--- src/rtl/dmarpt_pkg.sv ---
package dmarpt_pkg;
  localparam int AREA_W = 5;

  typedef enum logic [2:0] {
    REG_SRC  = 3'd0,
    REG_DST  = 3'd1,
    REG_CNT  = 3'd2,
    REG_WIN  = 3'd3,
    REG_STAT = 3'd4
  } reg_idx_e;

  localparam int SRC_AREA_LSB = 0;
  localparam int DST_AREA_LSB = 8;
  localparam int SRC_HALT_BIT = 16;
  localparam int DST_HALT_BIT = 17;
  localparam int STAT_ACT_BIT = 0;
  localparam int STAT_IE_BIT  = 1;
  localparam int STAT_OVF_BIT = 2;
endpackage

--- src/rtl/dmarpt_addr_step.sv ---
module dmarpt_addr_step
  import dmarpt_pkg::*;
#(
  parameter int ADDR_W = 24
) (
  input  logic [ADDR_W-1:0] cur,
  input  logic [AREA_W-1:0] area,
  output logic [ADDR_W-1:0] nxt,
  output logic              wrap_evt
);
  // Window mask: zero means "no window" (area 0 or out of range).
  function automatic logic [ADDR_W-1:0] win_mask(input logic [AREA_W-1:0] n);
    logic [ADDR_W-1:0] one;
    one = {{(ADDR_W-1){1'b0}}, 1'b1};
    if (n == '0 || 32'(n) >= ADDR_W) return '0;
    return (one << n) - one;
  endfunction

  function automatic logic [ADDR_W-1:0] step(input logic [ADDR_W-1:0] a,
                                             input logic [ADDR_W-1:0] m);
    logic [ADDR_W-1:0] inc;
    inc = a + 1'b1;
    if (m == '0) return inc;
    return (a & ~m) | (inc & m);
  endfunction

  logic [ADDR_W-1:0] mask;

  always_comb begin
    mask     = win_mask(area);
    nxt      = step(cur, mask);
    wrap_evt = (mask != '0) && ((cur & mask) == mask);
  end
endmodule

--- src/rtl/dmarpt_seq.sv ---
module dmarpt_seq #(
  parameter int CNT_W = 16
) (
  input  logic             clk,
  input  logic             rst_n,
  input  logic             ack,
  input  logic             src_wrap,
  input  logic             dst_wrap,
  input  logic             src_halt_en,
  input  logic             dst_halt_en,
  input  logic             cnt_we,
  input  logic [CNT_W-1:0] cnt_wdata,
  input  logic             stat_we,
  input  logic [2:0]       stat_wdata,
  output logic             active,
  output logic             ie,
  output logic             ovf_flag,
  output logic [CNT_W-1:0] count,
  output logic             req,
  output logic             beat,
  output logic             halt_evt
);
  logic last_beat;

  always_comb begin
    req       = active && (count != '0);
    beat      = req && ack;
    halt_evt  = beat && ((src_wrap && src_halt_en) || (dst_wrap && dst_halt_en));
    last_beat = beat && (count == {{(CNT_W-1){1'b0}}, 1'b1});
  end

  always_ff @(posedge clk or negedge rst_n) begin
    if (!rst_n) begin
      active   <= 1'b0;
      ie       <= 1'b0;
      ovf_flag <= 1'b0;
    end else if (stat_we) begin
      active   <= stat_wdata[0];
      ie       <= stat_wdata[1];
      ovf_flag <= ovf_flag & stat_wdata[2];
    end else if (halt_evt) begin
      ovf_flag <= 1'b1;
      active   <= 1'b0;
    end else if (last_beat || (active && count == '0)) begin
      active   <= 1'b0;
    end
  end

  always_ff @(posedge clk or negedge rst_n) begin
    if (!rst_n)      count <= '0;
    else if (cnt_we) count <= cnt_wdata;
    else if (beat)   count <= count - 1'b1;
  end

  AST_COUNT_STEP: assert property (@(posedge clk) disable iff (!rst_n)
    beat && !cnt_we |=> count == $past(count) - 1'b1);
  AST_LAST_BEAT_DROPS_REQ: assert property (@(posedge clk) disable iff (!rst_n)
    last_beat && !cnt_we && !stat_we |=> !req);
  AST_HALT_STOPS: assert property (@(posedge clk) disable iff (!rst_n)
    halt_evt && !stat_we |=> ovf_flag && !active && !req);
  AST_FLAG_STICKY: assert property (@(posedge clk) disable iff (!rst_n)
    ovf_flag && !(stat_we && !stat_wdata[2]) |=> ovf_flag);
endmodule

--- src/rtl/dma_repeat_chan.sv ---
module dma_repeat_chan
  import dmarpt_pkg::*;
#(
  parameter int ADDR_W = 24,
  parameter int CNT_W  = 16
) (
  input  logic              clk,
  input  logic              rst_n,
  input  logic              cfg_we,
  input  logic [2:0]        cfg_addr,
  input  logic [ADDR_W-1:0] cfg_wdata,
  output logic [ADDR_W-1:0] cfg_rdata,
  output logic              xfer_req,
  input  logic              xfer_ack,
  output logic [ADDR_W-1:0] xfer_src,
  output logic [ADDR_W-1:0] xfer_dst,
  output logic              irq
);
  localparam int NCH = 2; // 0: source, 1: destination

  logic [ADDR_W-1:0] addr_q [NCH];
  logic [ADDR_W-1:0] addr_n [NCH];
  logic [AREA_W-1:0] area_q [NCH];
  logic              halt_q [NCH];
  logic              wrap   [NCH];
  logic              addr_we[NCH];

  logic              win_we, cnt_we, stat_we;
  logic              active, ie, ovf_flag, beat, halt_evt;
  logic [CNT_W-1:0]  count;

  always_comb begin
    addr_we[0] = cfg_we && (cfg_addr == 3'(REG_SRC));
    addr_we[1] = cfg_we && (cfg_addr == 3'(REG_DST));
    cnt_we     = cfg_we && (cfg_addr == 3'(REG_CNT));
    win_we     = cfg_we && (cfg_addr == 3'(REG_WIN));
    stat_we    = cfg_we && (cfg_addr == 3'(REG_STAT));
  end

  for (genvar g = 0; g < NCH; g++) begin : g_chan
    localparam int AREA_LSB = (g == 0) ? SRC_AREA_LSB : DST_AREA_LSB;
    localparam int HALT_BIT = (g == 0) ? SRC_HALT_BIT : DST_HALT_BIT;

    dmarpt_addr_step #(.ADDR_W(ADDR_W)) u_step (
      .cur      (addr_q[g]),
      .area     (area_q[g]),
      .nxt      (addr_n[g]),
      .wrap_evt (wrap[g])
    );

    always_ff @(posedge clk or negedge rst_n) begin
      if (!rst_n)          addr_q[g] <= '0;
      else if (addr_we[g]) addr_q[g] <= cfg_wdata;
      else if (beat)       addr_q[g] <= addr_n[g];
    end

    always_ff @(posedge clk or negedge rst_n) begin
      if (!rst_n) begin
        area_q[g] <= '0;
        halt_q[g] <= 1'b0;
      end else if (win_we) begin
        area_q[g] <= cfg_wdata[AREA_LSB +: AREA_W];
        halt_q[g] <= cfg_wdata[HALT_BIT];
      end
    end

    AST_WRAP_DROPS: assert property (@(posedge clk) disable iff (!rst_n)
      beat && wrap[g] && !addr_we[g] |=> addr_q[g] < $past(addr_q[g]));
    AST_PLAIN_STEP: assert property (@(posedge clk) disable iff (!rst_n)
      beat && !wrap[g] && !addr_we[g] |=> addr_q[g] == $past(addr_q[g]) + 1'b1);
  end

  dmarpt_seq #(.CNT_W(CNT_W)) u_seq (
    .clk         (clk),
    .rst_n       (rst_n),
    .ack         (xfer_ack),
    .src_wrap    (wrap[0]),
    .dst_wrap    (wrap[1]),
    .src_halt_en (halt_q[0]),
    .dst_halt_en (halt_q[1]),
    .cnt_we      (cnt_we),
    .cnt_wdata   (cfg_wdata[CNT_W-1:0]),
    .stat_we     (stat_we),
    .stat_wdata  (cfg_wdata[2:0]),
    .active      (active),
    .ie          (ie),
    .ovf_flag    (ovf_flag),
    .count       (count),
    .req         (xfer_req),
    .beat        (beat),
    .halt_evt    (halt_evt)
  );

  always_comb begin
    cfg_rdata = '0;
    case (cfg_addr)
      3'(REG_SRC): cfg_rdata = addr_q[0];
      3'(REG_DST): cfg_rdata = addr_q[1];
      3'(REG_CNT): cfg_rdata = ADDR_W'(count);
      3'(REG_WIN): begin
        cfg_rdata[SRC_AREA_LSB +: AREA_W] = area_q[0];
        cfg_rdata[DST_AREA_LSB +: AREA_W] = area_q[1];
        cfg_rdata[SRC_HALT_BIT]           = halt_q[0];
        cfg_rdata[DST_HALT_BIT]           = halt_q[1];
      end
      3'(REG_STAT): begin
        cfg_rdata[STAT_ACT_BIT] = active;
        cfg_rdata[STAT_IE_BIT]  = ie;
        cfg_rdata[STAT_OVF_BIT] = ovf_flag;
      end
      default: cfg_rdata = '0;
    endcase
  end

  assign xfer_src = addr_q[0];
  assign xfer_dst = addr_q[1];
  assign irq      = ovf_flag & ie;

  AST_IRQ_ON_HALT: assert property (@(posedge clk) disable iff (!rst_n)
    halt_evt && ie && !stat_we |=> irq);
  AST_NO_HALT_NO_FLAG: assert property (@(posedge clk) disable iff (!rst_n)
    beat && !halt_evt && !ovf_flag && !stat_we |=> !ovf_flag);
endmodule

--- config.mk ---
export PLATFORM = sky130hd
export DESIGN_NAME = dma_repeat_chan
export DESIGN_NICKNAME = d
export VERILOG_FILES = /design/src/rtl/dmarpt_pkg.sv /design/src/rtl/dmarpt_addr_step.sv /design/src/rtl/dmarpt_seq.sv /design/src/rtl/dma_repeat_chan.sv
export SDC_FILE = /design/constraint.sdc
export NUM_CORES = 1
export LEC_CHECK = 0
export BUFFER_PORTS_ARGS = -buffer_cell sky130_fd_sc_hd__buf_2
export CORE_ASPECT_RATIO = 1.25
export CORE_MARGIN = 1.5
export CORE_UTILIZATION = 45
export DETAILED_ROUTE_END_ITERATION = 8
export PLACE_DENSITY_LB_ADDON = 0.15
export SYNTH_ARGS = -nofsm -noshare
export SYNTH_HDL_FRONTEND = slang
export SYNTH_SLANG_ARGS = --single-unit
--- constraint.sdc ---
create_clock -name clk -period 3.9 [get_ports clk]
set_input_delay 0 -clock clk [delete_from_list [all_inputs] [get_ports clk]]
set_output_delay 0 -clock clk [all_outputs]
set_load 0.01 [all_outputs]
* Word-level counts from Yosys, hierarchy flattened
Cells that the tools add are included.
** Operators by class
- $add $sub $neg :: 5
- Order comparisons :: 2
- Eq/ne operators :: 7
- Shifts and indexed selects :: 2
- Multiplexer cells :: 30
- Bitwise gates (word level) :: 12
- Reduce and logical (&&, ||, !) cells :: 32
** Operator list (number)
- 24-bit 2-to-1 mux :: 12
- 24-bit bitwise AND :: 6
- 24-bit by 1-bit adder with 24-bit output (second input constant) :: 2
- 24-bit equality test :: 2
- 24-bit logical NOT :: 2
- 24-bit NOT :: 2
- 24-bit OR :: 2
- 24-bit nonzero test :: 2
- 1-bit by 5-bit << shifter with 24-bit output (first input constant) :: 2
- 24-bit by 1-bit subtractor with 24-bit output (second input constant) :: 2
- 16-bit 2-to-1 mux :: 2
- 5-bit case mux with 4 select lines :: 1
- 3-bit case mux with 3 select lines :: 2
- 16-bit by 1-bit equality test with 1-bit output (second input constant) :: 1
- 16-bit logical NOT :: 1
- 16-bit nonzero test :: 1
- 16-bit by 1-bit subtractor with 16-bit output (second input constant) :: 1
- 3-bit case mux with 5 select lines :: 1
- 1-bit logical AND :: 14
- 6-bit case mux with 2 select lines :: 1
- 5-bit greater-or-equal comparator (second input constant) :: 2
- 5-bit logical NOT :: 2
- 1-bit 2-to-1 mux :: 9
- 2-bit case mux with 4 select lines :: 1
- other kinds (9) :: 17
** Storage, ports and cells
- Bits in registers :: 79
- Input bits :: 31
- Word-level logic and storage cells :: 100

* Longest topological paths before layout
Gate-level depths: netlist (run 1).
- Depth in word-level cells :: 12
- Mapped depth :: 15
- Mapped depth without buffers :: 11

* Modules after synthesis
From an unflattened synthesis (run 1), not the netlist that was laid out.
** Second synthesis, totals
- Cells, all modules :: 870
- Area, all modules :: 7287.0 µm²
** By module, submodules not included
- dma_repeat_chan :: times used 1, cells each 329, area an instance 3489.6 µm²
- dmarpt_addr_step (g_chan[0].u_step) :: times used 1, cells each 203, area an instance 1341.3 µm²
- dmarpt_addr_step (g_chan[1].u_step) :: times used 1, cells each 201, area an instance 1265.0 µm²
- dmarpt_seq :: times used 1, cells each 137, area an instance 1191.1 µm²

* Worst setup path after synthesis (run 1)
OpenSTA, ideal clock, no wires.
- Path kind :: register -> register
- From :: reg area_q[7] (netlist bit)
- To :: reg u_seq.active
- Arrival time :: 3.016 ns
- Required time :: 3.779 ns
- Path slack :: 0.763 ns
- Cell stages (with the launch flop) :: 15
- Path through :: dfrtp_1 > buf_2 > or3_1 > buf_2 > nor2_1 > inv_1 > ha_1 > clkbuf_1 > a211o_1 > o221ai_1 > o2111ai_1 > a2111o_1 > nor4_1 > a21oi_1 > a22o_1
** On the way
- Word-level cells in the longest chain between the ends :: 12
** Ends and longest elaborated chain
- start: declaration :: line dma_repeat_chan.sv:23 : logic [AREA_W-1:0] area_q [NCH];
- start signal: indexed assignment :: line dma_repeat_chan.sv:62 : area_q[g] <= cfg_wdata[AREA_LSB +: AREA_W];
- parallel branches: the longest is 3 deep, another holds 24-bit by 1-bit subtractor with 24-bit output
- 24-bit 2-to-1 mux (*) :: line dmarpt_addr_step.sv:16 : return (one << n) - one;
- 24-bit bitwise AND :: line dmarpt_addr_step.sv:32 : wrap_evt = (mask != '0) && ((cur & mask) == mask);
- 24-bit equality test :: line dmarpt_addr_step.sv:32
- 1-bit logical AND (*) :: line dmarpt_addr_step.sv:32
- 1-bit logical AND (*) :: line dmarpt_seq.sv:28 : halt_evt = beat && ((src_wrap && src_halt_en) || (dst_wrap && dst_halt_en));
- 1-bit logical OR (*) :: line dmarpt_seq.sv:28
- 1-bit logical AND (*) :: line dmarpt_seq.sv:28
- 1-bit 2-to-1 mux :: line dmarpt_seq.sv:41 : end else if (halt_evt) begin
- 1-bit 2-to-1 mux :: line dmarpt_seq.sv:37 : end else if (stat_we) begin
- end signal: assignment :: line dmarpt_seq.sv:38 : active <= stat_wdata[0];
- end: declaration :: line dmarpt_seq.sv:15 : output logic active,
Mark *: on every way between the ends.
A chain may end at the register's enable or synchronous reset.

* Final worst setup path (run 1)
- From :: reg area_q[8] (netlist bit)
- To :: reg u_seq.active
The elaborated chain is that of the path after synthesis.

==> flow_summary.yaml, run 1 <==
worst_setup_path:
  path_cells: "or3_1 -> nor2_1 -> inv_1 -> ha_1 -> a211o_1 -> o221ai_1 -> o2111ai_1 -> a2111o_1 -> nor4_1 -> a21oi_1 -> a22o_1"
  crit_slowest_cell: "or3_1"
  rr_worst_depth: 11
  worst-path-max-fanout: 12
  reg2reg_slack_ns: 0.30
  worst-path-buf-inv: 1
  worstPathArrival_ns: 3.84
  crit_family: "compound AO/OA/AOI/OAI gates"
  r2r-start: "area_q[8]"
  worst_setup_path_end_kind: "register"
  cp_data_required_time_ns: 4.14
  path_class: "register to register"
  start_kind: "register"
  critPathMaxStageDelay_ns: 0.46
  rr_endpoint: "u_seq.active"
yosys:
  avgSynthCellArea_um2: 7.790
  netlist_area_um2: 6824
  syn_inst: 876
  ys_types: 73
  ys.flop_type: "dfrtp_1"
  synth.top_cells.by_area: "dfrtp_1 (29%), nor2_1 (5.3%), a21oi_1 (5.3%)"
  synth_top_area_cell: "dfrtp_1"
  ys_seq_area_share_pct: 28.97
  ys_seq_elements: 79
  async_flop_share_pct: 100.0
  synth_edf_count: 0
  yosysTopAreaCellShare_pct: 28.97
  synth.net_count: 915
  ys_warn_count: 0
sta:
  relSlewSlack_pct: 31.43
  layout_min_cycle_time_ns: 3.601
  fmax_mhz: 277.7
  skew_ns: 0.01053
  tightest_slew_ns: 1.027
  fin_crit_sh_pct: 92.33
  tns_ns: 0
  rsz0062_at_grt: "no"
  setup_viol: 0
  final-hold-violation-count: 0
  final_max_slew_viol_count: 0
floorplanning:
  coreArea_um2: 14890
  pin_count: 105
  row_count: 50
  start_util_pct: 45.83
  die-area_um2: 15920
  die_h_um: 140.7
  die-width_um: 113.1
grt:
  grt_max_degree: 49
  track_usage_pct: 32.84
  grt_pass1_vias: 6798
  grt_overflow: 0
  grt_pass1_wl_um: 40040
  grt_antenna_before_repair: 0
clocking:
  cts_made_buffers: 9
  clk_pin_slew_ns: 0.07
  cts_buffer_depth: 2
  cts.sinks: 79
  htreeDepth: 3
  clk_latency_ns: 0.35
  cts_tree: "done"
  cts-root-buf: "clkbuf_16"
pwr:
  power.leakage_nw: 3.243
  ir_drop_mv: 0.3231
  powerDensity_nw_per_um2: 581.5
status:
  run_status: "completed"
cells_and_area:
  insertedDiodeCount: 0
  nFillCells: 1477
  final_nets: 1000
  multiInputGateArea_um2: 4458
  utilization_pct: 53.85
  drive_gt1_share_pct: 18.12
  design_area_um2: 8018
  syn2layout_area_growth_pct: 17.49
  seqCellArea_um2: 1977
route:
  viasPerCell: 6.265
  drt_pass1_iterations: 5
  vias: 7192
  drt_wl_total_um: 25900
  drt_iter0_drc: 654
  postRouteAntennaNets: 0
  drc: 0
  drt-wirelength-per-cell_um: 22.56
worst_hold_path:
  hold_depth: 3
  min_from: "cfg_we"
  hold_path_class: "primary input to register"
  hold_end: "u_seq.ovf_flag"
job:
  drv_cap: 0
placement:
  dpl.hpwl_um: 18600
  port_buffers: 104
  place_congestion: 0.8999
  place_area_um2: 7422
cell families after synthesis:
| kind of cell | after synthesis | share of synthesized area [%] |
|---|---|---|
| multiplexers | 42 | 7.737 |
| flip-flops | 79 | 28.97 |
| AO/OA/AOI/OAI | 227 | 20.76 |
| adder cells (fa/ha/maj) | 8 | 1.467 |
| XOR/XNOR | 62 | 7.957 |
| AND/OR/NAND/NOR | 360 | 27.37 |
| buffers and inverters | 98 | 5.739 |
synth_stat cells, drive strengths merged, types with 3 or more instances:
| master | count |
|---|---|
| and4 | 4 |
| nor3b | 5 |
| a21o | 5 |
| nand3b | 6 |
| a21oi | 72 |
| nor2 | 97 |
| xnor2 | 36 |
| or4 | 4 |
| o2111ai | 6 |
| or3 | 9 |
| o22ai | 7 |
| ha | 8 |
| xor2 | 26 |
| nand2b | 12 |
| nand4 | 21 |
| a211o | 3 |
| clkbuf | 54 |
| nor2b | 18 |
| o31ai | 5 |
| a2111o | 3 |
| o21ai | 66 |
| inv | 23 |
| o21bai | 4 |
| and2 | 7 |
| or2 | 5 |
| mux4 | 7 |
| and3 | 10 |
| a21boi | 4 |
| nand2 | 80 |
| nor4 | 9 |
| a31oi | 7 |
| mux2 | 16 |
| o211ai | 3 |
| a22oi | 4 |
| o221ai | 3 |
| nand3 | 23 |
| dfrtp | 79 |
| a2111oi | 3 |
| mux2i | 19 |
| nor4b | 7 |
| nor3 | 27 |
| nand4b | 7 |
| buf | 21 |
| a211oi | 13 |
worst reg2reg max path, stage by stage (launching register included):
cell and delay (ns):
dfrtp_1 0.37, or3_1 0.46, nor2_1 0.28, inv_1 0.13, ha_1 0.35, a211o_1 0.33
o221ai_1 0.20, o2111ai_1 0.16, a2111o_1 0.41, nor4_1 0.45, a21oi_1 0.14, a22o_1 0.20
timing repair:
item	4_1_cts	5_1_grt
resized for setup	0	0
hold endpoints to repair	89	0
setup endpoints to repair	0	0
hold buffers	25	0
buffers inserted	0	0
routing by layer:
| layer | track usage (%) | up-vias | wire length (um) |
|---|---|---|---|
| li1 | - | 3336 | - |
| met1 | 42.46 | 3412 | 10580 |
| met2 | 54.10 | 364 | 12380 |
| met3 | 4.686 | 80 | 1706 |
| met4 | 15.59 | 0 | 1232 |
| met5 | 0 | - | 0 |
through the flow:
step | instances | worst slack, ns | hold slack [ns] | total power, mW
after floorplan | 876 | 0.7633 | -0.2956 | 2.785
after global placement | 1107 | 0.5048 | -0.02184 | 3.607
after detailed placement | 1107 | 0.3625 | -0.02641 | 3.595
after CTS | 1148 | 0.3537 | 0.06943 | 4.618
after global routing | 1148 | 0.1033 | 0.09847 | 4.919
final | 1148 | 0.2993 | 0.08091 | 4.662
cell usage in the layout (no fill, tap or decap), types with 5 or more instances in the layout:
cell type      synthesis  routed
nor2_1                97      96
nor3_1                27      27
o22ai_1                7       7
a31oi_1                7       7
nand3_1               23      23
nand4b_1               7       7
and2_1                 7       7
nand3b_1               6       6
inv_1                 23      23
buf_4                  0      21
o2111ai_1              6       6
mux4_2                 7       7
o31ai_1                5       5
xor2_1                26      26
dfrtp_1               79      79
ha_1                   8       8
nor4b_1                6       6
a21o_1                 5       5
nor2b_1               18      18
or2_2                  5       5
a211oi_1              12      12
dlygate4sd3_1          0      25
buf_2                 13     103
nand2b_1              12      12
nand4_1               20      20
o21ai_0               64      64
mux2_2                16      16
clkbuf_16              0       9
xnor2_1               36      36
and3_1                10      10
a21oi_1               72      72
or3_1                  8       8
nand2_1               80      80
nor4_1                 9       9
mux2i_1               19      19
how the worst max path moves through the flow:
stage | endpoint | slack [ns] | startpoint | cells past startpoint
floorplan | u_seq.active | 0.76 | area_q[7] | 14
global placement | u_seq.active | 0.50 | area_q[8] | 11
detailed placement | u_seq.active | 0.36 | area_q[8] | 11
CTS | u_seq.active | 0.35 | area_q[8] | 11
global route | u_seq.active | 0.10 | area_q[8] | 11
finish | u_seq.active | 0.30 | area_q[8] | 11
power breakdown:
part | switching (mW) | internal (mW)
logic | 1.21 | 0.873
clock network | 0.369 | 0.631
registers | 0.525 | 1.05
total | 2.10 | 2.56
cell type report:
| type | count | area share [%] |
|---|---|---|
| Sequential cell | 79 | 24.66 |
| Tap cell | 182 | 2.840 |
| Clock inverter | 6 | 1.451 |
| Multi-Input combinational cell | 699 | 55.60 |
| Clock buffer | 10 | 2.856 |
| Inverter | 23 | 1.077 |
| Timing Repair Buffer | 149 | 11.52 |
No activity file was read; power rests on OpenSTA's default activity.
==> inputs of run 2 (changes only) <==
==> constraint.sdc (replaced) <==
create_clock -name clk -period 3.4 [get_ports clk]
set_input_delay 0 -clock clk [delete_from_list [all_inputs] [get_ports clk]]
set_output_delay 0 -clock clk [all_outputs]
set_load 0.01 [all_outputs]
==> flow_summary.yaml, run 2 (synthesized netlist as in run 1, its figures left out) <==
sta:
  setup_viol: 0
  tightest_slew_ns: 1.020
  rsz0062_at_grt: "no"
  final-hold-violation-count: 0
  hold_slack_ns: 0.1040
  tns_ns: 0
  layout_min_cycle_time_ns: 3.217
  final_max_slew_viol_count: 0
  skew_ns: 0.007573
  relSlewSlack_pct: 31.93
  fmax_mhz: 310.9
  fin_crit_sh_pct: 94.61
clocking:
  clk_pin_slew_ns: 0.06
  cts_made_buffers: 9
  cts_tree: "done"
  htreeDepth: 3
  cts-root-buf: "clkbuf_16"
  clk_latency_ns: 0.34
  cts_buffer_depth: 2
  cts.sinks: 79
floorplanning:
  pin_count: 105
  row_count: 50
  coreArea_um2: 14890
  die_h_um: 140.7
  die-area_um2: 15920
  die-width_um: 113.1
  start_util_pct: 45.83
worst_setup_path:
  path_class: "register to register"
  worst-path-max-fanout: 17
  cp_data_required_time_ns: 3.62
  worst_setup_path_end_kind: "register"
  rr_endpoint: "u_seq.ovf_flag"
  rr_worst_depth: 12
  reg2reg_slack_ns: 0.18
  start_kind: "register"
  worstPathArrival_ns: 3.43
  r2r-start: "area_q[8]"
grt:
  grt_antenna_before_repair: 0
  grt_max_degree: 59
  grt_pass1_wl_um: 38870
  grt_overflow: 0
  grt_pass1_vias: 6629
  track_usage_pct: 31.91
worst_hold_path:
  hold_depth: 3
  hold_end: "u_seq.ie"
  min_from: "cfg_we"
  hold_path_class: "primary input to register"
pwr:
  power.leakage_nw: 3.274
  ir_drop_mv: 0.5351
  powerDensity_nw_per_um2: 646.2
  fin_total_pwr_mw: 5.220
route:
  drt_pass1_iterations: 5
  drt-wirelength-per-cell_um: 21.94
  drc: 0
  vias: 7180
  viasPerCell: 6.190
  postRouteAntennaNets: 0
  drt_wl_total_um: 25450
  drt_iter0_drc: 722
placement:
  dp.cells: 1120
  port_buffers: 104
  place_congestion: 0.9646
  dpl.hpwl_um: 18380
cells_and_area:
  finalNonFillerCells: 1160
  drive_gt1_share_pct: 19.33
  syn2layout_area_growth_pct: 18.37
  insertedDiodeCount: 0
  final_nets: 1013
  layout_common_cells: "buf_2 (103), nor2_1 (96), nand2_1 (80)"
  layout_commonest_cell: "buf_2"
status:
  run_status: "completed"
job:
  drv_cap: 0
run 2: worst max path at each step:
stage / start / endpoint / slack, ns / cells past startpoint
3_3_place_gp: area_q[8] / u_seq.active / 0.21 / 12
5_1_grt: area_q[8] / u_seq.active / 0.03 / 12
2_1_floorplan: area_q[7] / u_seq.active / 0.26 / 14
4_1_cts: area_q[8] / u_seq.active / 0.14 / 12
3_5_place_dp: area_q[8] / u_seq.active / 0.17 / 11
6_report: area_q[8] / u_seq.ovf_flag / 0.18 / 12
run 2: power breakdown:
group / total [mW] / leakage [nW] / switching (mW) / internal [mW]
clock: 0.993 / 0.142 / 0.404 / 0.589
combinational: 2.44 / 2.20 / 1.41 / 1.04
sequential: 1.78 / 0.934 / 0.572 / 1.21
run 2: timing repair:
item                       4_1_cts  5_1_grt
gates resized for setup          0        2
setup endpoints to repair        0        1
setup buffers                    0        0
hold buffers                    25        0
hold endpoints to repair       111        0
run 2: layout make-up:
cell class / count / area (um2)
flip-flops and latches: 79 / 1977
repair buffers: 162 / 1021
well taps: 182 / 227.7
clock inverters: 4 / 55.05
clock buffers: 11 / 242.7
fillers: 1463 / 6812
inverters: 23 / 90.09
multi-input cells: 699 / 4464
run 2: routing by layer:
| layer | routed length [um] | share of wire (%) | global-route usage, % | vias to the layer above |
|---|---|---|---|---|
| met2 | 12270 | 48 | 51.29 | 303 |
| met5 | 0 | 0 | 0 | - |
| met1 | 10580 | 42 | 42.37 | 3441 |
| met3 | 1597 | 6.3 | 5.030 | 66 |
| li1 | - | - | - | 3370 |
| met4 | 1000 | 3.9 | 14.34 | 0 |
run 2: through the flow:
stage / worst slack [ns] / instance area [um2] / utilization, %
after floorplan: 0.2633 / 6824 / -
final: 0.1831 / 8078 / 54.25
after global routing: 0.03207 / 8078 / 54.25
after CTS: 0.1388 / 8068 / 54.18
after global placement: 0.2063 / 7520 / 50.50
after detailed placement: 0.1651 / 7520 / 50.50
run 2: worst max-delay path, cell delays in order, from the launching register on:
cell	delay [ns]
dfrtp_1	0.38
or3_1	0.47
nor2_1	0.18
inv_1	0.11
ha_1	0.30
buf_4	0.23
or3_1	0.33
or3_1	0.39
a31oi_1	0.18
a2111o_1	0.14
nor4_2	0.05
a21oi_1	0.20
o21ai_0	0.11
